==> src/rtl/zc_pkg.sv <==
package zc_pkg;

  typedef enum logic {
    ZC_LOW  = 1'b0,
    ZC_HIGH = 1'b1
  } zc_level_e;

  typedef struct packed {
    logic rise;
    logic fall;
  } zc_strobe_t;

endpackage

==> src/rtl/zc_sync.sv <==
module zc_sync #(
  parameter int STAGES = 2
) (
  input  logic clk,
  input  logic rst_n,
  input  logic d_i,
  output logic q_o
);

  logic [STAGES-1:0] chain;

  for (genvar s = 0; s < STAGES; s++) begin : g_stage
    if (s == 0) begin : g_first
      always_ff @(posedge clk) begin
        if (!rst_n) chain[s] <= 1'b0;
        else        chain[s] <= d_i;
      end
    end else begin : g_next
      always_ff @(posedge clk) begin
        if (!rst_n) chain[s] <= 1'b0;
        else        chain[s] <= chain[s-1];
      end
    end
  end

  assign q_o = chain[STAGES-1];

endmodule

==> src/rtl/zc_window_clamp.sv <==
module zc_window_clamp #(
  parameter int QUAL_W   = 15,
  parameter int QUAL_MIN = 12000,
  parameter int QUAL_MAX = 24000
) (
  input  logic [QUAL_W-1:0] req_i,
  output logic [QUAL_W-1:0] win_o
);

  localparam logic [QUAL_W-1:0] LoLim = QUAL_W'(QUAL_MIN);
  localparam logic [QUAL_W-1:0] HiLim = QUAL_W'(QUAL_MAX);

  always_comb begin
    if (req_i < LoLim)      win_o = LoLim;
    else if (req_i > HiLim) win_o = HiLim;
    else                    win_o = req_i;
  end

endmodule

==> src/rtl/zc_fall_qualifier.sv <==
module zc_fall_qualifier
  import zc_pkg::*;
#(
  parameter int QUAL_W = 15
) (
  input  logic              clk,
  input  logic              rst_n,
  input  logic              sync_i,
  input  logic [QUAL_W-1:0] win_i,
  output zc_level_e         level_o,
  output zc_strobe_t        strb_o,
  output logic [QUAL_W-1:0] cnt_o
);

  zc_level_e         lvl_q;
  zc_strobe_t        strb_q;
  logic [QUAL_W-1:0] cnt_q;
  logic              expire;

  // Window may be lowered mid-count, so compare with >=.
  assign expire = (cnt_q >= (win_i - 1'b1));

  always_ff @(posedge clk) begin
    if (!rst_n) begin
      lvl_q  <= ZC_LOW;
      strb_q <= '0;
      cnt_q  <= '0;
    end else begin
      strb_q <= '0;
      unique case (lvl_q)
        ZC_LOW: begin
          cnt_q <= '0;
          if (sync_i) begin
            lvl_q       <= ZC_HIGH;
            strb_q.rise <= 1'b1;
          end
        end
        ZC_HIGH: begin
          if (sync_i) begin
            cnt_q <= '0;
          end else if (expire) begin
            cnt_q       <= '0;
            lvl_q       <= ZC_LOW;
            strb_q.fall <= 1'b1;
          end else begin
            cnt_q <= cnt_q + 1'b1;
          end
        end
        default: lvl_q <= ZC_LOW;
      endcase
    end
  end

  assign level_o = lvl_q;
  assign strb_o  = strb_q;
  assign cnt_o   = cnt_q;

endmodule

==> src/rtl/mains_zc_deglitch.sv <==
module mains_zc_deglitch
  import zc_pkg::*;
#(
  parameter int QUAL_W      = 15,
  parameter int QUAL_MIN    = 12000,
  parameter int QUAL_MAX    = 24000,
  parameter int SYNC_STAGES = 2
) (
  input  logic              clk,
  input  logic              rst_n,
  input  logic              cmp_raw_i,
  input  logic [QUAL_W-1:0] qual_win_i,
  output logic              zc_level_o,
  output logic              zc_rise_o,
  output logic              zc_fall_o
);

  logic              sync_lvl;
  logic [QUAL_W-1:0] eff_win;
  logic [QUAL_W-1:0] qual_cnt;
  zc_level_e         lvl;
  zc_strobe_t        strb;

  zc_sync #(
    .STAGES(SYNC_STAGES)
  ) u_sync (
    .clk  (clk),
    .rst_n(rst_n),
    .d_i  (cmp_raw_i),
    .q_o  (sync_lvl)
  );

  zc_window_clamp #(
    .QUAL_W  (QUAL_W),
    .QUAL_MIN(QUAL_MIN),
    .QUAL_MAX(QUAL_MAX)
  ) u_clamp (
    .req_i(qual_win_i),
    .win_o(eff_win)
  );

  zc_fall_qualifier #(
    .QUAL_W(QUAL_W)
  ) u_qual (
    .clk    (clk),
    .rst_n  (rst_n),
    .sync_i (sync_lvl),
    .win_i  (eff_win),
    .level_o(lvl),
    .strb_o (strb),
    .cnt_o  (qual_cnt)
  );

  assign zc_level_o = (lvl == ZC_HIGH);
  assign zc_rise_o  = strb.rise;
  assign zc_fall_o  = strb.fall;

endmodule

==> config.mk <==
export PLATFORM = sky130hd
export DESIGN_NAME = mains_zc_deglitch
export DESIGN_NICKNAME = d
export VERILOG_FILES = /design/src/rtl/zc_pkg.sv /design/src/rtl/zc_sync.sv /design/src/rtl/zc_window_clamp.sv /design/src/rtl/zc_fall_qualifier.sv /design/src/rtl/mains_zc_deglitch.sv
export SDC_FILE = /design/constraint.sdc
export NUM_CORES = 1
export LEC_CHECK = 0
export BUFFER_PORTS_ARGS = -buffer_cell sky130_fd_sc_hd__buf_2
export CAP_MARGIN = 20
export CORE_MARGIN = 1
export CORE_UTILIZATION = 35
export DETAILED_ROUTE_END_ITERATION = 16
export GPL_TIMING_DRIVEN = 1
export HOLD_SLACK_MARGIN = 0.03
export PLACE_DENSITY = 0.51
export SYNTH_ARGS = -nofsm -noshare
export SYNTH_HDL_FRONTEND = slang
export SYNTH_SLANG_ARGS = --single-unit
==> constraint.sdc <==
create_clock -name clk -period 5.3 [get_ports clk]
set_clock_uncertainty 0.15 [all_clocks]
set_input_delay 0.265 -clock clk [delete_from_list [all_inputs] [get_ports clk]]
set_output_delay 0.265 -clock clk [all_outputs]
set_load 0.1 [all_outputs]
==> flow_metrics.py <==
metrics = {
    "route": {
        "routed_via_density": 5.52,
        "wire_per_inst_um": 14.1,
        "firstDrtPassIters": 4,
        "vias": 1464,
        "route.detailed.drc": 0,
        "drtAntennaViolNets": 0,
        "drtIter0Drc": 47,
        "wl_um": 3730,
    },
    "timing": {
        "tightest_slew_ns": 0.696,
        "worst_slack_ns": 0.860,
        "drv_slew": 0,
        "fin_crit_sh_pct": 83.8,
        "finalSetupTns_ns": 0,
        "fmax_ghz": 0.225,
        "fin_crit_ns": 4.44,
        "rsz0062_at_grt": "no",
        "setup_violations": 0,
        "slew_headroom_pct": 53.5,
        "final-hold-violation-count": 0,
    },
    "synth": {
        "synthCells": 194,
        "syn-num-nets": 229,
        "synth_ff_type": "dfxtp_1",
        "yosysUniqueCellTypes": 42,
        "syn-mean-instance-area_sq_um": 8.05,
        "yosysSeqAreaShare_pct": 25.6,
        "ys_warn_count": 0,
        "synth-seq-cells": 20,
        "synth_area_sq_mm": 0.00156,
        "synth_edf_count": 0,
        "async_flop_share_pct": 0,
    },
    "power_and_ir_drop": {
        "switchingPower_w": 0.0000922,
        "power.internal_w": 0.000276,
        "pwr-share-clk_pct": 41.5,
        "report.power.total_w": 0.000369,
        "power_density_mw_per_mm2": 207,
        "peakVddDrop_mv": 0.0907,
        "p_seq_share_pct": 41.4,
        "netSwitchingFraction_pct": 25.0,
        "p_comb_share_pct": 17.1,
        "p_leak_nw": 0.708,
    },
    "floorplan": {
        "core_area_sq_mm": 0.00414,
        "initial_core_util_pct": 37.7,
        "io_pins": 21,
        "dieArea_sq_mm": 0.00473,
        "die_x_um": 68.8,
        "die_h_um": 68.8,
        "rows": 23,
    },
    "global_route": {
        "grt_first_pass_wirelength_um": 6270,
        "overflow": 0,
        "antenna_found_initial": 0,
        "grt_max_degree": 17,
        "grt_pass1_vias": 1381,
        "grt_use_met1_pct": 22.4,
        "met2_usage_pct": 31.1,
        "met3_usage_pct": 3.62,
        "gr-usage-all-layers_pct": 17.6,
        "gr-max-usage-layer": "met2",
    },
    "min_path": {
        "min_to": "u_sync.chain[0]",
        "worstHoldStart": "cmp_raw_i",
        "hold_class": "primary input to flop",
        "holdPathStages": 2,
    },
    "setup_path": {
        "start_kind": "primary input",
        "rr_worst_depth": 7,
        "reg2reg_from": "u_qual.cnt_o[8]",
        "reg2reg_to": "u_qual.cnt_o[7]",
        "r2r_slack_ns": 2.99,
        "criticalPathCategory": "primary input to flop",
        "cp.required_ns": 5.32,
        "end_kind": "flop",
        "critPathMaxFanout": 11,
        "crit_arrival_ns": 4.46,
    },
    "clock_tree": {
        "cts_tree": "yes",
        "path_clk_slew_ns": 0.08,
        "htree_levels": 1,
        "post_cts_buffers": 0,
        "root_buffer": "clkbuf_8",
        "clock_latency_ns": 0.26,
        "cts.sinks": 20,
        "postCtsResizedCells": 0,
        "cts_buffers": 3,
        "cts.path.max_buffers": 2,
        "cts_hold_buf": 0,
    },
    "placement": {
        "gp_congestion": 0.868,
        "place_ws_ns": 0.436,
        "hpwl_um": 2980,
        "place_area_sq_mm": 0.00170,
        "io_buffers": 20,
    },
    "layout": {
        "layout-drive-gt1-share_pct": 13.0,
        "most-common-layout-cells": "buf_2 (20), dfxtp_1 (20), nor3_1 (19)",
        "fin_area_sq_mm": 0.00178,
        "areaGrowthSynthToFinish_pct": 14.0,
        "final_util_pct": 43.0,
        "antenna_cells": 0,
        "nets": 251,
    },
    "status": {
        "status": "complete, no violations",
    },
    "flow_run": {
        "cap_violations": 0,
    },
}
sequential cells by signal (all words and copies together) (netlist names):
signal and count:
u_sync.chain 1, u_sync.q_o 1, u_qual.cnt_o 15, u_qual.strb_o 2, u_qual.level_o 1
kinds of logic (layout without fill, tap and decap cells):
family	count (synthesis)	in the layout	share of synthesized area [%]
simple gates	83	83	28.2
xor+xnor	19	19	10.7
buf+inv	10	31	2.88
compound gates	44	44	18.3
fa+ha+maj	17	17	13.6
mux	1	1	0.641
flops	20	20	25.6
synth_stat cells (2+ instances only):
| cell type | instances | area (sq um) |
|---|---|---|
| and2_1 | 2 | 12.5 |
| a211oi_1 | 3 | 22.5 |
| o21ai_0 | 11 | 55.1 |
| and3_1 | 2 | 12.5 |
| nor2b_1 | 4 | 25.0 |
| o2bb2ai_1 | 2 | 17.5 |
| dfxtp_1 | 20 | 400 |
| o211ai_1 | 2 | 15.0 |
| nor2_1 | 11 | 41.3 |
| or3_1 | 4 | 25.0 |
| a31oi_1 | 2 | 12.5 |
| nand2_1 | 17 | 63.8 |
| xor2_1 | 13 | 114 |
| nor3_1 | 19 | 95.1 |
| nand3b_1 | 2 | 15.0 |
| nand4_1 | 2 | 12.5 |
| inv_1 | 6 | 22.5 |
| a21oi_1 | 11 | 55.1 |
| o31a_1 | 2 | 17.5 |
| a21o_1 | 3 | 22.5 |
| clkbuf_1 | 3 | 11.3 |
| nand3_1 | 12 | 60.1 |
| ha_1 | 17 | 213 |
| xnor2_1 | 6 | 52.6 |
power groups by stage:
| stage | logic, W | registers, W | clock network [W] |
|---|---|---|---|
| after floorplan | 0.0000362 | 0.000161 | 0 |
| after global placement | 0.0000606 | 0.000156 | 0 |
| after detailed placement | 0.0000627 | 0.000156 | 0 |
| after CTS | 0.0000631 | 0.000153 | 0.000156 |
| after global routing | 0.0000711 | 0.000153 | 0.000162 |
| final | 0.0000629 | 0.000153 | 0.000153 |
cell type report:
| type | instances | area, sq um |
|---|---|---|
| Timing Repair Buffer | 21 | 108 |
| Multi-Input combinational cell | 164 | 1120 |
| Clock buffer | 3 | 41.3 |
| Clock inverter | 1 | 30.0 |
| Inverter | 6 | 22.5 |
| Fill cell | 426 | 2360 |
| Sequential cell | 20 | 400 |
| Tap cell | 50 | 62.6 |
worst max-delay path, cell delays in order:
cell and delay [ns]:
buf_2 0.15, nand4b_1 0.26, a221oi_1 0.45, o2bb2ai_1 0.21, nand2_1 0.13, ha_1 0.28, nand4bb_1 0.15, a211o_1 0.35
a211oi_1 0.29, xnor2_1 0.10, a21o_1 0.19, ha_1 0.29, a21o_1 0.16, a221o_1 0.32, a21oi_1 0.18, o211ai_1 0.24
buf_4 0.27, nor3_1 0.19
stage by stage:
step | std cells | hold slack (ns)
2_1_floorplan | 194 | 0.224
3_3_place_gp | 260 | 0.273
3_5_place_dp | 260 | 0.278
4_1_cts | 264 | 0.0644
5_1_grt | 265 | 0.0707
6_report | 265 | 0.0639
per-layer routing:
layer,up-vias,wire [um]
met2,32,1850
met1,674,1710
met4,0,22
met5,-,0
li1,754,-
met3,4,139
worst max path at each step:
stage	startpoint	to	slack, ns	depth (start not counted)
final	qual_win_i[13]	u_qual.cnt_o[7]	0.86	18
after global routing	qual_win_i[13]	u_qual.cnt_o[2]	0.57	18
after CTS	qual_win_i[13]	u_qual.strb_o[0]	0.70	17
after detailed placement	qual_win_i[13]	u_qual.strb_o[0]	0.44	17
after global placement	qual_win_i[13]	u_qual.cnt_o[2]	0.61	16
after floorplan	qual_win_i[13]	u_qual.cnt_o[14]	1.12	18
Power figures use the tool's default switching activity.
